$ cat config.mk
export PLATFORM = sky130hd
export DESIGN_NAME = spi_autopoll
export DESIGN_NICKNAME = d
export VERILOG_FILES = /design/src/rtl/spi_ap_pkg.sv /design/src/rtl/spi_ap_shifter.sv /design/src/rtl/spi_ap_seq.sv /design/src/rtl/spi_ap_irq.sv /design/src/rtl/spi_autopoll.sv
export SDC_FILE = /design/constraint.sdc
export NUM_CORES = 1
export LEC_CHECK = 0
export BUFFER_PORTS_ARGS = -buffer_cell sky130_fd_sc_hd__buf_4
export CAP_MARGIN = 20
export CORE_UTILIZATION = 50
export CTS_CLUSTER_SIZE = 20
export DETAILED_ROUTE_END_ITERATION = 8
export PLACE_DENSITY = 0.74
export SETUP_SLACK_MARGIN = 0.05
export SYNTH_ARGS = -nofsm -noshare
export SYNTH_HDL_FRONTEND = slang
export SYNTH_SLANG_ARGS = --single-unit
export TNS_END_PERCENT = 100
$ cat constraint.sdc
create_clock -name clk -period 2.95 [get_ports clk]
set_input_delay 0.295 -clock clk [delete_from_list [all_inputs] [get_ports clk]]
set_output_delay 0.295 -clock clk [all_outputs]
set_load 0.01 [all_outputs]
$ cat src/rtl/spi_ap_pkg.sv
// Package: shared widths, field positions and state types for the autopoll engine.
// Assumes: poll register layout fixed at 32 bits as described in the brief.
package spi_ap_pkg;

    localparam int CMD_W     = 8;
    localparam int SEL_W     = 3;
    localparam int TMO_W     = 4;
    localparam int CODE_W    = 3;
    localparam int BASE_TRY  = 31;
    // Enough bits for (31 << max code) + max timeout.
    localparam int TRY_W     = 5 + (1 << CODE_W) - 1 + 1;

    // Field positions in the poll register.
    localparam int POS_CMD   = 0;
    localparam int POS_TMO   = 16;
    localparam int POS_SEL   = 24;
    localparam int POS_POL   = 30;
    localparam int POS_GO    = 31;

    typedef struct packed {
        logic [CMD_W-1:0] cmd;
        logic [SEL_W-1:0] sel;
        logic [TMO_W-1:0] tmo;
        logic             pol;
    } poll_cfg_t;

    typedef enum logic [2:0] {
        SH_IDLE, SH_LEAD, SH_LOW, SH_HIGH, SH_TRAIL, SH_GAP
    } shift_state_t;

    typedef enum logic [1:0] {
        SQ_IDLE, SQ_ISSUE, SQ_WAIT
    } seq_state_t;

endpackage

$ cat src/rtl/spi_ap_shifter.sv
// Module: one SPI mode-0 exchange per start pulse: select, shift out a
// command byte, shift in a reply byte, deselect, then a guard gap.
// Assumes: start is only pulsed while busy is low; HALF >= 1.
module spi_ap_shifter
    import spi_ap_pkg::*;
#(
    parameter int HALF = 2
) (
    input  logic             clk,
    input  logic             rst_n,
    input  logic             start,
    input  logic [CMD_W-1:0] tx_byte,
    output logic             busy,
    output logic             done,
    output logic [CMD_W-1:0] rx_byte,
    output logic             cs_n,
    output logic             sck,
    output logic             mosi,
    input  logic             miso
);
    localparam int DIV_W  = (HALF > 1) ? $clog2(HALF) : 1;
    localparam int BITS   = 2 * CMD_W;
    localparam int IDX_W  = $clog2(BITS);

    shift_state_t     state;
    logic [DIV_W-1:0] div_cnt;
    logic [IDX_W-1:0] bit_idx;
    logic [CMD_W-1:0] tx_sr;
    logic [CMD_W-1:0] rx_sr;
    logic             tick;
    logic             in_cmd;

    assign tick    = (div_cnt == DIV_W'(HALF - 1));
    assign in_cmd  = (bit_idx < IDX_W'(CMD_W));
    assign busy    = (state != SH_IDLE);
    assign rx_byte = rx_sr;
    assign mosi    = ((state == SH_LOW) || (state == SH_HIGH)) && in_cmd && tx_sr[CMD_W-1];

    // Half-period divider, restarted at each exchange.
    always_ff @(posedge clk) begin
        if (!rst_n || state == SH_IDLE || tick) div_cnt <= '0;
        else                                   div_cnt <= div_cnt + 1'b1;
    end

    // Exchange sequencer: phases, shift registers and pin levels.
    always_ff @(posedge clk) begin
        if (!rst_n) begin
            state   <= SH_IDLE;
            bit_idx <= '0;
            tx_sr   <= '0;
            rx_sr   <= '0;
            cs_n    <= 1'b1;
            sck     <= 1'b0;
            done    <= 1'b0;
        end else begin
            done <= 1'b0;
            case (state)
                SH_IDLE: begin
                    if (start) begin
                        tx_sr   <= tx_byte;
                        bit_idx <= '0;
                        cs_n    <= 1'b0;
                        state   <= SH_LEAD;
                    end
                end
                SH_LEAD: if (tick) state <= SH_LOW;
                SH_LOW: begin
                    if (tick) begin
                        sck <= 1'b1;
                        if (!in_cmd) rx_sr <= {rx_sr[CMD_W-2:0], miso};
                        state <= SH_HIGH;
                    end
                end
                SH_HIGH: begin
                    if (tick) begin
                        sck <= 1'b0;
                        if (bit_idx == IDX_W'(BITS - 1)) begin
                            state <= SH_TRAIL;
                        end else begin
                            if (in_cmd) tx_sr <= {tx_sr[CMD_W-2:0], 1'b0};
                            bit_idx <= bit_idx + 1'b1;
                            state   <= SH_LOW;
                        end
                    end
                end
                SH_TRAIL: begin
                    if (tick) begin
                        cs_n  <= 1'b1;
                        state <= SH_GAP;
                    end
                end
                SH_GAP: begin
                    if (tick) begin
                        done  <= 1'b1;
                        state <= SH_IDLE;
                    end
                end
                default: state <= SH_IDLE;
            endcase
        end
    end
endmodule

$ cat src/rtl/spi_ap_seq.sv
// Module: poll register, try budget, try counter and reply-bit compare.
// Emits one-cycle success or timeout events when a run ends.
// Assumes: the shifter reports done exactly once per start.
module spi_ap_seq
    import spi_ap_pkg::*;
(
    input  logic              clk,
    input  logic              rst_n,
    input  logic [CODE_W-1:0] clk_code,
    input  logic              cfg_we,
    input  logic [31:0]       cfg_wdata,
    output logic [31:0]       ctl_rdata,
    output logic              xfer_start,
    output logic [CMD_W-1:0]  xfer_cmd,
    input  logic              xfer_done,
    input  logic [CMD_W-1:0]  xfer_rx,
    output logic              ev_ok,
    output logic              ev_tmo
);
    seq_state_t       state;
    poll_cfg_t        cfg;
    logic [TRY_W-1:0] budget;
    logic [TRY_W-1:0] tries;
    logic             active;
    logic             hit;
    logic             last;
    logic             finish;

    assign active     = (state != SQ_IDLE);
    assign hit        = (xfer_rx[cfg.sel] == cfg.pol);
    assign last       = ((tries + 1'b1) == budget);
    assign finish     = (state == SQ_WAIT) && xfer_done;
    assign ev_ok      = finish && hit;
    assign ev_tmo     = finish && !hit && last;
    assign xfer_start = (state == SQ_ISSUE);
    assign xfer_cmd   = cfg.cmd;

    // Readback: fields at their fixed positions, bit 31 shows an active run.
    always_comb begin
        ctl_rdata                          = '0;
        ctl_rdata[POS_CMD +: CMD_W]        = cfg.cmd;
        ctl_rdata[POS_TMO +: TMO_W]        = cfg.tmo;
        ctl_rdata[POS_SEL +: SEL_W]        = cfg.sel;
        ctl_rdata[POS_POL]                 = cfg.pol;
        ctl_rdata[POS_GO]                  = active;
    end

    // Register write, run start and try loop.
    always_ff @(posedge clk) begin
        if (!rst_n) begin
            state  <= SQ_IDLE;
            cfg    <= '0;
            budget <= '0;
            tries  <= '0;
        end else begin
            case (state)
                SQ_IDLE: begin
                    if (cfg_we) begin
                        cfg.cmd <= cfg_wdata[POS_CMD +: CMD_W];
                        cfg.tmo <= cfg_wdata[POS_TMO +: TMO_W];
                        cfg.sel <= cfg_wdata[POS_SEL +: SEL_W];
                        cfg.pol <= cfg_wdata[POS_POL];
                        if (cfg_wdata[POS_GO]) begin
                            budget <= (TRY_W'(BASE_TRY) << clk_code)
                                    + TRY_W'(cfg_wdata[POS_TMO +: TMO_W]);
                            tries  <= '0;
                            state  <= SQ_ISSUE;
                        end
                    end
                end
                SQ_ISSUE: state <= SQ_WAIT;
                SQ_WAIT: begin
                    if (xfer_done) begin
                        tries <= tries + 1'b1;
                        if (hit || last) state <= SQ_IDLE;
                        else             state <= SQ_ISSUE;
                    end
                end
                default: state <= SQ_IDLE;
            endcase
        end
    end
endmodule

$ cat src/rtl/spi_ap_irq.sv
// Module: sticky status bits, write-one-to-clear, mask and rising-edge pulse.
// Assumes: set events are single-cycle; a set wins over a clear in one cycle.
module spi_ap_irq #(
    parameter int NSRC = 2
) (
    input  logic            clk,
    input  logic            rst_n,
    input  logic [NSRC-1:0] ev_set,
    input  logic            stat_we,
    input  logic [NSRC-1:0] stat_wdata,
    input  logic            mask_we,
    input  logic [NSRC-1:0] mask_wdata,
    output logic [NSRC-1:0] stat,
    output logic            irq
);
    logic [NSRC-1:0] mask;
    logic [NSRC-1:0] stat_d;

    // Next status per source, built bit by bit.
    for (genvar i = 0; i < NSRC; i++) begin : g_src
        assign stat_d[i] = ev_set[i] | (stat[i] & ~(stat_we & stat_wdata[i]));
    end

    // Status, mask and pulse registers.
    always_ff @(posedge clk) begin
        if (!rst_n) begin
            stat <= '0;
            mask <= '0;
            irq  <= 1'b0;
        end else begin
            stat <= stat_d;
            if (mask_we) mask <= mask_wdata;
            irq  <= |(stat_d & ~stat & ~mask);
        end
    end
endmodule

$ cat src/rtl/spi_autopoll.sv
// Module: top of the SPI status autopoll engine. Wires the poll sequencer,
// the byte shifter and the interrupt logic.
// Assumes: single clock domain; spi_miso is already synchronous to clk.
module spi_autopoll
    import spi_ap_pkg::*;
#(
    parameter int SCK_HALF = 2
) (
    input  logic        clk,
    input  logic        rst_n,
    input  logic [2:0]  clk_code,
    input  logic        cfg_we,
    input  logic [31:0] cfg_wdata,
    output logic [31:0] ctl_rdata,
    input  logic        mask_we,
    input  logic [1:0]  mask_wdata,
    input  logic        stat_we,
    input  logic [1:0]  stat_wdata,
    output logic [1:0]  irq_stat,
    output logic        irq,
    output logic        spi_cs_n,
    output logic        spi_sck,
    output logic        spi_mosi,
    input  logic        spi_miso
);
    logic             xfer_start;
    logic             xfer_done;
    logic             xfer_busy;
    logic [CMD_W-1:0] xfer_cmd;
    logic [CMD_W-1:0] xfer_rx;
    logic             ev_ok;
    logic             ev_tmo;

    spi_ap_seq u_seq (
        .clk        (clk),
        .rst_n      (rst_n),
        .clk_code   (clk_code),
        .cfg_we     (cfg_we),
        .cfg_wdata  (cfg_wdata),
        .ctl_rdata  (ctl_rdata),
        .xfer_start (xfer_start),
        .xfer_cmd   (xfer_cmd),
        .xfer_done  (xfer_done),
        .xfer_rx    (xfer_rx),
        .ev_ok      (ev_ok),
        .ev_tmo     (ev_tmo)
    );

    spi_ap_shifter #(.HALF(SCK_HALF)) u_shift (
        .clk     (clk),
        .rst_n   (rst_n),
        .start   (xfer_start),
        .tx_byte (xfer_cmd),
        .busy    (xfer_busy),
        .done    (xfer_done),
        .rx_byte (xfer_rx),
        .cs_n    (spi_cs_n),
        .sck     (spi_sck),
        .mosi    (spi_mosi),
        .miso    (spi_miso)
    );

    spi_ap_irq #(.NSRC(2)) u_irq (
        .clk        (clk),
        .rst_n      (rst_n),
        .ev_set     ({ev_tmo, ev_ok}),
        .stat_we    (stat_we),
        .stat_wdata (stat_wdata),
        .mask_we    (mask_we),
        .mask_wdata (mask_wdata),
        .stat       (irq_stat),
        .irq        (irq)
    );
endmodule

# --- After elaboration in Yosys (flattened, before gate mapping) ---
# Cells that the tools add are included.
op_classes:
  n_lt_le_gt_ge: 2
  mux: 34
  reduce_logical: 31
  n_addsub: 4
  shift: 1
  n_eq_ne: 21
  n_bitwise: 13
op_table:
  columns: ["op", "count"]
  rows:
  - ["$mux 13", 3]
  - ["$mux 8", 4]
  - ["$pmux 13 s2", 1]
  - ["$mux 3", 7]
  - ["$pmux 3 s6", 1]
  - ["$pmux 8 s2", 1]
  - ["$reduce_and 3->1", 5]
  - ["$ne 2x1->1 const B", 7]
  - ["$add 13x1->13 const B", 1]
  - ["$add 13x4->13", 1]
  - ["$eq 13x13->1", 1]
  - ["$shl 5x3->13 const A", 1]
  - ["$mux 4", 3]
  - ["$reduce_bool 2->1", 5]
  - ["$ne 2x2->1 const B", 4]
  - ["$pmux 4 s2", 1]
  - ["$reduce_and 4->1", 2]
  - ["$eq 3x2->1 const B", 2]
  - ["$eq 3x3->1 const B", 2]
  - ["$logic_and 1x1->1", 6]
  - ["$mux 1", 6]
  - ["$mux 2", 3]
  - ["$pmux 2 s3", 1]
  - ["$reduce_and 6->1", 1]
  - ["23 further kinds", 37]
word_totals:
  inputBits: 45
  out_inout_bits: 38
  word_cells: 124
  ff_bits: 76

# --- Longest topological paths before layout ---
# Gate-level depths: netlist of run 1.
depth:
  word_depth: 10
  ltp_mapped: 11
  depth_no_buf: 11

# --- Cells and area by module ---
# Synthesis of run 1 repeated with hierarchy kept, for this count alone.
hier_totals:
  cells_unflattened: 504
  hier_area_um2: 4249.1
modules_own_cells:
  columns: ["mod", "cells_per_inst", "n_inst", "seq_area_each_um2", "area_each_um2"]
  rows:
  - ["spi_ap_seq", 347, 1, 880.8, 2752.6]
  - ["spi_ap_shifter", 139, 1, 540.5, 1308.8]
  - ["spi_ap_irq", 18, 1, 100.1, 187.7]

# --- Worst setup path before layout of run 1 ---
# Ideal clock, no wire load.
synth_timing:
  path_type: "input port to flip-flop"
  start: "input port clk_code[1]"
  end: "register u_seq.budget[8]"
  path_stages: 11
  slack_ns: 0.782
  arrival_ns: 2.045
  cell_sequence: "or2_2 > nor2_1 > ha_1 > inv_1 > fa_1 > nor2b_1 > o21ai_0 > nand2b_1 > nand2b_1 > a221oi_1 > nor2_1"
synth_via:
  elab_chain_len: 2
synth_lines:
  columns: ["item", "line", "source"]
  rows:
  - ["start: declaration", "spi_autopoll.sv:11", "input logic [2:0] clk_code,"]
  - ["$shl 5x3->13", "spi_ap_seq.sv:64", "budget <= (TRY_W'(BASE_TRY) << clk_code)"]
  - ["$add 13x4->13", "spi_ap_seq.sv:65", "+ TRY_W'(cfg_wdata[POS_TMO +: TMO_W]);"]
  - ["end signal: assignment", "spi_ap_seq.sv:64", null]
  - ["end: declaration", "spi_ap_seq.sv:22", "logic [TRY_W-1:0] budget;"]
# No other way between the ends.
# A chain may end at the register's enable or synchronous reset.

# --- Worst setup path after layout of run 1 ---
layout_timing:
  start: "register u_seq.tries[0]"
  end: "register u_irq.stat[1]"
layout_via:
  elab_chain_len: 4
layout_lines:
  columns: ["item", "line", "source"]
  rows:
  - ["start: declaration", "spi_ap_seq.sv:23", "logic [TRY_W-1:0] tries;"]
  - ["start signal: assignment", "spi_ap_seq.sv:74", "tries <= tries + 1'b1;"]
  - ["$add 13x1->13", "spi_ap_seq.sv:31", "assign last = ((tries + 1'b1) == budget);"]
  - ["$eq 13x13->1", "spi_ap_seq.sv:31", null]
  - ["$logic_and 1x1->1", "spi_ap_seq.sv:34", "assign ev_tmo = finish && !hit && last;"]
  - ["$or 1x1->1", "spi_ap_irq.sv:21", "assign stat_d[i] = ev_set[i] | (stat[i] & ~(stat_we & stat_wdata[i]));"]
  - ["end signal: assignment", "spi_ap_irq.sv:31", "stat <= stat_d;"]
  - ["end: declaration", "spi_ap_irq.sv:13", "output logic [NSRC-1:0] stat,"]
# No other way between the ends.

==> out/metrics.cfg, run 1 <==
[run_status]
outcome = finished clean

[layout]
fin_area_um2 = 4620
n_fill_cell = 724
fin_cells = 648
syn_to_final_growth_pct = 13.3
drive_gt1_share_pct = 15.4
num-nets-final = 593
final_common_cell = nand2_1
antennaDiodeCount = 0
layout_common_cells = nand2_1 (86), dfxtp_1 (76), buf_4 (57), a21oi_1 (55), nor2_1 (46)

[cts]
hold_buffers = 0
cts_sinks = 76
clk_path_buf_depth = 2
cts_tree = yes
postCtsSetupBuffers = 0
h-tree-depth = 3
cts_resized = 0
cts_buffers = 9
clock_latency_ps = 350
clkTransAtPathRegs_ps = 90
root_buffer = clkbuf_8

[synth]
syn_avg_cell_area_um2 = 7.96
async_flop_share_pct = 0
synth_edf_count = 0
netlist-cell-type-count = 63
ys_ff_latch = 76
synth_top_area_share_pct = 37.3
synth_warnings = 0
synth_area_um2 = 4080
yosysTopAreaCell = dfxtp_1
yosys-top-cells-area = dfxtp_1 (37%), nand2_1 (7.9%), a21oi_1 (6.8%)
netlist_instances = 512
ys.flop_type = dfxtp_1
ys_seq_area_share_pct = 37.3

[grt]
antenna_found_initial = 0
grt_overflow = 0
grt_pass1_wl_um = 15900
grt_pass1_vias = 3411
grt_start_max_net_pins = 38
grt_usage_pct = 23.3

[sta]
setup_tns_ps = 0
post-route-period-util_pct = 80.5
setup_viol = 0
fmax_ghz = 0.421
timing_hold_violations_final = 0
slew_violations = 0
rsz0062_at_grt = false
period_needed_ps = 2370
relSlewSlack_pct = 54.9
tightest_slew_ps = 674
fin_skew_ps = 12.0

[placement]
placed_area_um2 = 4400
io_buffers = 52
dp_cells = 632
place.gp.congestion = 0.858
dpl.hpwl_um = 6560

[power_and_ir_drop]
p_leak_nw = 1.84
peakVddDrop_mv = 0.216
internal_power_mw = 1.66
p_sw_mw = 0.599
switching_share_pct = 26.5
pwr-share-comb_pct = 12.2
power_frac_seq_pct = 48.5
p_clk_share_pct = 39.3
power_density_nw_per_um2 = 490

[die]
fp.dieArea_um2 = 8520
die_h_um = 92.3
core_area_um2 = 7810
row_count = 32
ios = 83
die_width_um = 92.3
start_util_pct = 52.2

[route]
drtAntennaViolNets = 0
drc = 0
dr.pass1.iters = 4
vias = 3657
via_per_inst = 5.64
drtIter0Drc = 178
wl_um = 9370
wl_per_cell_um = 14.5

[hold_path]
holdPathStages = 3
hold_class = input port to flop

[critical_path]
worstSetupStartpointType = flop
crit_chain = ha_1, nand3_2, or4_1, a211oi_2, nand4_1, o21ai_1
critPathRequiredTime_ps = 3230
cp_slowest_cell = or4_1
crit_arrival_ps = 2660
end_kind = flop
r2r_setup_slack_ps = 580
slowest_delay_ps = 540
rr_worst_depth = 6
critPathKind = flop to flop
worstPathMaxFanout = 9

[flow_run]
maxCapViolations = 0

-- sequential cells by signal (all words and copies together), names as in the netlist --
name / flops
u_seq.ctl_rdata: 8
u_irq.irq: 1
u_shift.tx_sr: 8
u_seq.xfer_cmd: 8
u_shift.done: 1
u_shift.rx_byte: 8
u_shift.cs_n: 1
u_seq.tries: 13
u_seq.budget: 13
u_shift.sck: 1
u_irq.mask: 2
u_shift.div_cnt: 1
u_shift.bit_idx: 4
u_seq.state: 2
u_shift.state: 3
u_irq.stat: 2
-- power groups by stage --
stage | clock [mW] | combinational [mW] | sequential (mW)
global placement | 0 | 0.268 | 1.12
detailed placement | 0 | 0.275 | 1.12
global route | 0.963 | 0.308 | 1.10
CTS | 0.907 | 0.277 | 1.10
floorplan | 0 | 0.193 | 1.11
finish | 0.889 | 0.276 | 1.10
-- layout make-up --
type / count / area [um^2] / area share [%]
clock buffer: 9 / 124 / 2.68
clock inverter: 7 / 97.6 / 2.11
inverter: 11 / 41.3 / 0.894
multi-input combinational: 386 / 2280 / 49.4
sequential: 76 / 1520 / 32.9
tap: 102 / 128 / 2.76
timing repair buffer: 57 / 428 / 9.26
-- worst paths after layout --
kind	startpoint	to
min reg2reg	u_seq.ctl_rdata[17]	u_seq.ctl_rdata[17]
max	u_seq.tries[0]	u_irq.stat[1]
min	spi_miso	u_shift.rx_byte[0]
max reg2reg	u_seq.tries[0]	u_irq.stat[1]
-- per-stage QoR --
stage	power (mW)	setup slack, ps	utilization (%)	hold WS (ps)
2_1_floorplan	1.31	782	-	431
3_3_place_gp	1.39	488	56.3	447
3_5_place_dp	1.39	466	56.3	459
4_1_cts	2.28	569	59.2	168
5_1_grt	2.37	453	59.2	174
6_report	2.26	575	59.2	178
-- synthesized netlist by cell type, drive strengths merged (3+ instances only) --
| master | count |
|---|---|
| nand3b | 4 |
| nand3 | 14 |
| nand2 | 86 |
| mux2i | 15 |
| a21o | 3 |
| buf | 32 |
| nor2b | 4 |
| and2 | 4 |
| and3 | 6 |
| or3 | 3 |
| nand4 | 6 |
| a31oi | 6 |
| a21oi | 55 |
| and4 | 3 |
| clkbuf | 21 |
| inv | 11 |
| or4 | 4 |
| nor3 | 9 |
| a311oi | 11 |
| xor2 | 9 |
| o21ai | 22 |
| nor3b | 5 |
| nor2 | 46 |
| a211oi | 5 |
| xnor2 | 12 |
| ha | 6 |
| nand2b | 5 |
| dfxtp | 76 |
-- worst max-delay path: cells and delay by family (launching register included) --
kind | cells | cell delay, ps
flops | 1 | 480
fa+ha+maj | 1 | 380
simple gates | 3 | 910
compound gates | 2 | 530
-- cell families after synthesis --
kind of cell	after synthesis	share of synthesized area [%]
muxes	15	3.68
buffers and inverters	64	8.07
adders and majority gates	7	2.33
and+or+nand+nor	209	25.3
xor gates and xnor gates	21	4.51
other	1	0.0920
DFF	76	37.3
AOI/OAI and AO/OA	119	18.7
-- layer usage --
metal	vias up	wire (um)	global-route usage, %	part of all wire, %
li1	1816	-	-	-
met3	6	427	5.34	4.6
met5	-	0	0	0
met2	87	4540	39.7	48
met4	0	87	6.90	0.93
met1	1748	4310	29.3	46
Note: power is estimated with default switching activity, not from simulation.
==> inputs of run 2 (changes only) <==
--- a/config.mk
+++ b/config.mk
@@ -5,12 +5,13 @@
 export SDC_FILE = /design/constraint.sdc
 export NUM_CORES = 1
 export LEC_CHECK = 0
+export ABC_AREA = 1
 export BUFFER_PORTS_ARGS = -buffer_cell sky130_fd_sc_hd__buf_4
 export CAP_MARGIN = 20
-export CORE_UTILIZATION = 50
+export CORE_UTILIZATION = 49
 export CTS_CLUSTER_SIZE = 20
 export DETAILED_ROUTE_END_ITERATION = 8
-export PLACE_DENSITY = 0.74
+export PLACE_DENSITY = 0.76
 export SETUP_SLACK_MARGIN = 0.05
 export SYNTH_ARGS = -nofsm -noshare
 export SYNTH_HDL_FRONTEND = slang
==> constraint.sdc (replaced) <==
create_clock -name clk -period 2.15 [get_ports clk]
set_input_delay 0.215 -clock clk [delete_from_list [all_inputs] [get_ports clk]]
set_output_delay 0.215 -clock clk [all_outputs]
set_load 0.01 [all_outputs]
==> run 2 against run 1 <==
- highest routed layer unchanged
- sequential power increased by 57%
- first-iteration DRC count is 18% lower
- worst setup slack lost 340 ps
- critical endpoint is now u_seq.state[0]
- routed wire length is 5.7% lower
- largest power group unchanged
- cell area decreased by 1.3%
- final cell count grew 14%
==> out/metrics.cfg, run 2 <==
[flow_run]
maxCapViolations = 0  ; unchanged

[placement]
dpl.hpwl_um = 6500  ; -0.98%
dp_slack_ps = -30.8  ; -497 ps
placed_area_um2 = 4370  ; -0.74%
place.gp.congestion = 0.937  ; +9.2%
io_buffers = 52  ; unchanged

[critical_path]
crit_arrival_ps = 2150  ; -510 ps
critPathKind = flop to flop
worstSetupStartpointType = flop
crit_start = u_seq.tries[0]
end_kind = flop
rr_worst_depth = 12  ; +6
critPathRequiredTime_ps = 2390  ; -840 ps
endpoint = u_seq.state[0]
r2r_setup_slack_ps = 230  ; -340 ps
worstPathMaxFanout = 4  ; -5
worstReg2RegEnd = u_seq.state[0]
r2r_start = u_seq.tries[0]

[synth]
yosysTopAreaCell = dfxtp_1
ys_ff_latch = 76  ; unchanged
netlist-cell-type-count = 37  ; -41%
yosys-top-cells-area = dfxtp_1 (39%), nand2_1 (11%), o21ai_0 (7.0%)
yosysMostFrequentCell = nand2_1
ys_top_cells_by_count = nand2_1 (114), dfxtp_1 (76), nor2_1 (64), inv_1 (61), o21ai_0 (55)
ys.flop_type = dfxtp_1
synthSimpleGateAreaFrac_pct = 28.0  ; +2.7 points
ys_seq_area_share_pct = 38.8  ; +1.5 points
synth_edf_count = 0  ; unchanged
synth_xor_area_share_pct = 1.34  ; -3.2 points
synth_warnings = 0  ; unchanged
synth_area_um2 = 3930  ; -3.7%
synth_top_family_by_area = simple AND/OR/NAND/NOR gates
async_flop_share_pct = 0  ; unchanged
syn_avg_cell_area_um2 = 6.80  ; -15%
synth-compound-area-share_pct = 17.9  ; -0.84 points
synthMuxAreaShare_pct = 0  ; -3.7 points
synth_fa_ha_area_share_pct = 2.42  ; +0.091 points
netlist_instances = 577  ; +13%
synth_top_area_share_pct = 38.8  ; +1.5 points

[sta]
tightest_slew_ps = 509  ; -165 ps
fin_skew_ps = 6.89  ; -5.12 ps
timing_hold_violations_final = 0  ; unchanged
relSlewSlack_pct = 66.0  ; +11 points
hold_ws_ps = 72.1  ; -106 ps
final.setup.worst_slack_ps = 235  ; -340 ps
fmax_ghz = 0.522  ; +24%
period_needed_ps = 1920  ; -460 ps
setup_viol = 0  ; unchanged
rsz0062_at_grt = false
post-route-period-util_pct = 89.1  ; +8.6 points
setup_tns_ps = 0  ; unchanged
slew_violations = 0  ; unchanged

[die]
die_h_um = 91.5  ; -0.87%
row_count = 32  ; unchanged
start_util_pct = 50.8  ; -1.4 points
ios = 83  ; unchanged
die_width_um = 91.5  ; -0.87%
core_area_um2 = 7730  ; -1.0%
fp.dieArea_um2 = 8370  ; -1.7%

[grt]
grt_pass1_wl_um = 15000  ; -5.4%
antenna_found_initial = 0  ; unchanged
grt_start_max_net_pins = 49  ; +29%
grt_overflow = 0  ; unchanged
grt_usage_pct = 22.6  ; -0.73 points
grt_pass1_vias = 3397  ; -0.41%

[route]
routed.top_layer = met4
dr.pass1.iters = 4  ; unchanged
wl_um = 8830  ; -5.7%
drc = 0  ; unchanged
wl_met3_um = 390  ; -8.7%
drtAntennaViolNets = 0  ; unchanged
drtIter0Drc = 146  ; -18%
via_per_inst = 5.11  ; -9.4%
vias = 3763  ; +2.9%
route.met2.wl_um = 3910  ; -14%
wl_per_cell_um = 12.0  ; -17%
wl_met1_um = 4300  ; -0.21%

[run_status]
outcome = finished clean

[cts]
cts_buffers = 9  ; unchanged
clkTransAtPathRegs_ps = 80  ; about the same
hold_buffers = 0  ; unchanged
cts_sinks = 76  ; unchanged
cts_resized = 0  ; unchanged
clk_path_buf_depth = 2  ; unchanged
clock_latency_ps = 360  ; about the same
postCtsSetupBuffers = 0  ; unchanged
h-tree-depth = 3  ; unchanged
cts_tree = yes
root_buffer = clkbuf_8

[layout]
n_fill_cell = 719  ; -0.69%
seq_area_um2 = 1520  ; unchanged
multi_input_comb_area_um2 = 2000  ; -12%
syn_to_final_growth_pct = 16.1
num-nets-final = 681  ; +15%
final_common_cell = nand2_1
fin_area_um2 = 4560  ; -1.3%
reg_top3 = u_seq.budget: 13 flops, u_seq.tries: 13 flops
layout_common_cells = nand2_1 (114), dfxtp_1 (76), nor2_1 (64), buf_4 (62), inv_1 (61)
drive_gt1_share_pct = 15.0  ; -0.40 points
antennaDiodeCount = 0  ; unchanged

[power_and_ir_drop]
peakVddDrop_mv = 0.387  ; +79%
power_density_nw_per_um2 = 830  ; +69%
total_power_mw = 3.78  ; +67%
p_leak_nw = 1.89  ; +2.9%

[hold_path]
hold_class = input port to flop

run 2: cell count changes after synthesis, moves of 6 or more:
cell      change
a311oi_1     -11
and3_1        -6
clkbuf_1      -6
xnor2_1      -10
nand3_1      +32
nor2_1       +18
nand2_1      +28
o21ai_0      +36
nor2_2        +7
mux2i_1      -15
buf_2         -9
inv_1        +51
run 2: worst min-delay path by stage:
stage                              end          startpoint  depth (start not counted)
floorplan                u_irq.mask[0]       mask_wdata[0]                          2
finish                   u_irq.mask[0]       mask_wdata[0]                          3
detailed placement  u_shift.rx_byte[0]  u_shift.rx_byte[0]                          2
global route             u_irq.mask[1]       mask_wdata[1]                          3
CTS                      u_irq.mask[0]       mask_wdata[0]                          3
global placement    u_shift.rx_byte[7]  u_shift.rx_byte[7]                          2
run 2: through the flow:
| stage | std cells | util (%) |
|---|---|---|
| 2_1_floorplan | 591 | - |
| 3_3_place_gp | 720 | 56.5 |
| 3_5_place_dp | 720 | 56.5 |
| 4_1_cts | 736 | 59.0 |
| 5_1_grt | 736 | 59.0 |
| 6_report | 736 | 59.0 |
run 2: logic make-up after synthesis:
kind of cell | Yosys count
buffers and inverters | 101
other | 1
adders and majority gates | 7
xor gates and xnor gates | 6
AOI/OAI and AO/OA | 131
and+or+nand+nor | 255
DFF | 76
run 2: layer usage:
metal	up-vias	track usage, %
li1	1960	-
met1	1690	28.7
met2	93	35.0
met3	20	6.28
met4	0	11.4
met5	-	0
run 2: report_power, final:
group	switching [mW]	internal, mW	leakage (nW)
combinational	0.608	0.358	1.17
clock	0.551	0.536	0.0962
sequential	0.144	1.58	0.622
total	1.30	2.48	1.89
run 2: layout make-up:
type                            count  share of cell area [%]
Tap cell                          102                    2.80
Multi-Input combinational cell    414                    43.9
Timing Repair Buffer               62                    10.2
Sequential cell                    76                    33.4
Clock buffer                       10                    2.80
Inverter                           66                    5.44
Clock inverter                      6                    1.43
run 2: critical path, stage by stage (launching register included):
cell	delay, ps
dfxtp_1	400
ha_1	240
nand3_2	160
nor2_2	180
nand2_1	110
nand3b_1	100
nand2_1	50
nor2_1	90
nand2_1	80
nor2_2	180
nand2_1	80
nand2_1	70
a21oi_1	50
==> inputs of run 3 (changes only) <==
--- a/config.mk
+++ b/config.mk
@@ -8,9 +8,11 @@
 export ABC_AREA = 1
 export BUFFER_PORTS_ARGS = -buffer_cell sky130_fd_sc_hd__buf_4
 export CAP_MARGIN = 20
+export CORE_MARGIN = 5
 export CORE_UTILIZATION = 49
 export CTS_CLUSTER_SIZE = 20
 export DETAILED_ROUTE_END_ITERATION = 8
+export HOLD_SLACK_MARGIN = 0.15
 export PLACE_DENSITY = 0.76
 export SETUP_SLACK_MARGIN = 0.05
 export SYNTH_ARGS = -nofsm -noshare
==> run 3 against run 2 <==
- count of clock-buffer cells in the layout is 1 lower
- worst hold slack better by 90 ps
- total power is 1.7% lower
- via count is 3.1% higher
- cell area is 4.7% higher
- clock power is 10% lower
- first-iteration DRC count is 36% higher
- clock skew is 5.1 ps higher
- critical path type is now input port to flop
- largest cell class unchanged
- highest routed layer unchanged
==> out/metrics.cfg, run 3 (synthesis gave the netlist of run 2 again) <==
[critical_path]
worstPathMaxFanout = 3  ; -1
worstSetupStartpointType = input port
cp_slowest_cell = dlygate4sd3_1
crit_chain = dlygate4sd3_1, buf_4, ha_1, inv_1, fa_1, nand3b_1, and2_1, inv_1, buf_4, nand3_1, a31oi_1
end_kind = flop
r2r_start = u_seq.tries[0]
critPathKind = input port to flop
r2r_setup_slack_ps = 270  ; +40 ps
critPathBufInv = 5  ; +5
crit_family = buffers and inverters
worstReg2RegEnd = u_irq.irq
rr_worst_depth = 11  ; -1
slowest_delay_ps = 540  ; +140 ps
critPathRequiredTime_ps = 2420  ; +30 ps
crit_arrival_ps = 2220  ; +70 ps

[cts]
clkTransAtPathRegs_ps = 80  ; about the same
clock_latency_ps = 350  ; about the same
cts_buffers = 9  ; unchanged
root_buffer = clkbuf_8
cts_sinks = 76  ; unchanged
clk_path_buf_depth = 2  ; unchanged
h-tree-depth = 3  ; unchanged
cts_tree = yes

[route]
drc = 0  ; unchanged
wl_per_cell_um = 12.5  ; +4.3%
wl_um = 9500  ; +7.5%
drtAntennaViolNets = 0  ; unchanged
via_per_inst = 5.11  ; about the same
drtIter0Drc = 199  ; +36%
dr.pass1.iters = 4  ; unchanged
vias = 3881  ; +3.1%

[sta]
relSlewSlack_pct = 57.3  ; -8.7 points
setup_viol = 0  ; unchanged
timing_hold_violations_final = 0  ; unchanged
rsz0062_at_grt = false
fmax_ghz = 0.514  ; -1.6%
tightest_slew_ps = 637  ; +128 ps
post-route-period-util_pct = 90.6  ; +1.5 points
period_needed_ps = 1950  ; +32.0 ps
fin_skew_ps = 12.0  ; +5.14 ps
slew_violations = 0  ; unchanged

[die]
ios = 83  ; unchanged
core_area_um2 = 7770  ; +0.52%
fp.dieArea_um2 = 9900  ; +18%
die_width_um = 99.5  ; +8.7%
start_util_pct = 50.5  ; -0.26 points
die_h_um = 99.5  ; +8.7%
row_count = 32  ; unchanged

[hold_path]
min_to = u_seq.ctl_rdata[26]
holdPathStages = 3  ; unchanged
hp-start = cfg_wdata[26]
hold_class = input port to flop

[placement]
placed_area_um2 = 4380  ; +0.34%
place.gp.congestion = 0.873  ; -6.8%
io_buffers = 52  ; unchanged
dp_cells = 722  ; +0.28%
dpl.hpwl_um = 6900  ; +6.1%

[power_and_ir_drop]
total_power_mw = 3.71  ; -1.7%
power_density_nw_per_um2 = 779  ; -6.1%
peakVddDrop_mv = 0.450  ; +16%
p_leak_nw = 1.98  ; +4.8%

[layout]
num-nets-final = 704  ; +3.4%
fin_area_um2 = 4770  ; +4.7%
final_util_pct = 61.4  ; +2.4 points
reg_top3 = u_seq.budget: 13 flops, u_seq.tries: 13 flops
drive_gt1_share_pct = 14.9  ; -0.068 points
layout_common_cells = nand2_1 (114), dfxtp_1 (76), nor2_1 (64), buf_4 (64), inv_1 (61)
syn_to_final_growth_pct = 21.5
fin_cells = 759  ; +3.1%
antennaDiodeCount = 0  ; unchanged
final_common_cell = nand2_1

[grt]
grt_usage_pct = 19.5  ; -3.1 points
grt_start_max_net_pins = 49  ; unchanged
grt_pass1_wl_um = 16000  ; +6.7%
grt_overflow = 0  ; unchanged
grt_pass1_vias = 3625  ; +6.7%
antenna_found_initial = 0  ; unchanged

[run_status]
outcome = finished clean

[flow_run]
maxCapViolations = 0  ; unchanged

[run 3: cell count changes in the layout (fill, tap and decap cells not counted), sizes merged]
cell / previous run / this run
buf: 62 / 64
bufinv: 1 / 0
clkinvlp: 1 / 2
inv: 65 / 66
clkbuf: 10 / 9
dlygate4sd3: 0 / 21
[run 3: area by class of cell]
cell class              count  area (um^2)
well taps                 102          128
flip-flops and latches     76         1520
repair buffers             85          691
fillers                   697         3000
inverters                  66          248
clock buffers               9          124
clock inverters             7         51.3
multi-input cells         414         2010
[run 3: tightest hold or removal path, cell delays in order]
cell and delay (ps):
buf_4 80, o21ai_0 70, a21oi_1 110
[run 3: per-layer routing]
layer | share of wire, % | up-vias | track usage [%]
li1 | - | 2009 | -
met1 | 46 | 1749 | 25.0
met2 | 47 | 109 | 32.9
met3 | 5.3 | 14 | 3.23
met4 | 1.8 | 0 | 7.77
met5 | 0 | - | 0
[run 3: worst max path at each step]
stage | cells past startpoint | startpoint | slack, ps | to
final | 11 | cfg_wdata[16] | 200 | u_seq.budget[8]
after detailed placement | 14 | clk_code[2] | -20 | u_seq.budget[4]
after global placement | 14 | clk_code[2] | 70 | u_seq.budget[4]
after CTS | 12 | cfg_wdata[16] | 200 | u_seq.budget[4]
after global routing | 10 | cfg_wdata[18] | 70 | u_seq.budget[7]
after floorplan | 13 | clk_code[1] | 170 | u_seq.budget[4]
[run 3: what timing repair did]
| item | 4_1_cts | 5_1_grt |
|---|---|---|
| hold buffers | 21 | 0 |
| buffers inserted | 0 | 0 |
| gates resized for setup | 0 | 2 |
| endpoints found under the hold margin | 17 | 0 |
| endpoints found under the setup margin | 0 | 2 |
[run 3: metrics by stage]
step | hold slack, ps | TNS [ps] | worst slack [ps]
floorplan | 350 | 0 | 173
CTS | 151 | 0 | 204
finish | 162 | 0 | 203
global placement | 440 | 0 | 66.4
detailed placement | 450 | -19.5 | -19.5
global route | 187 | 0 | 65.5
[run 3: power by group]
group | switching [mW] | internal, mW
clock | 0.555 | 0.422
sequential | 0.147 | 1.58
combinational | 0.620 | 0.387
total | 1.32 | 2.39
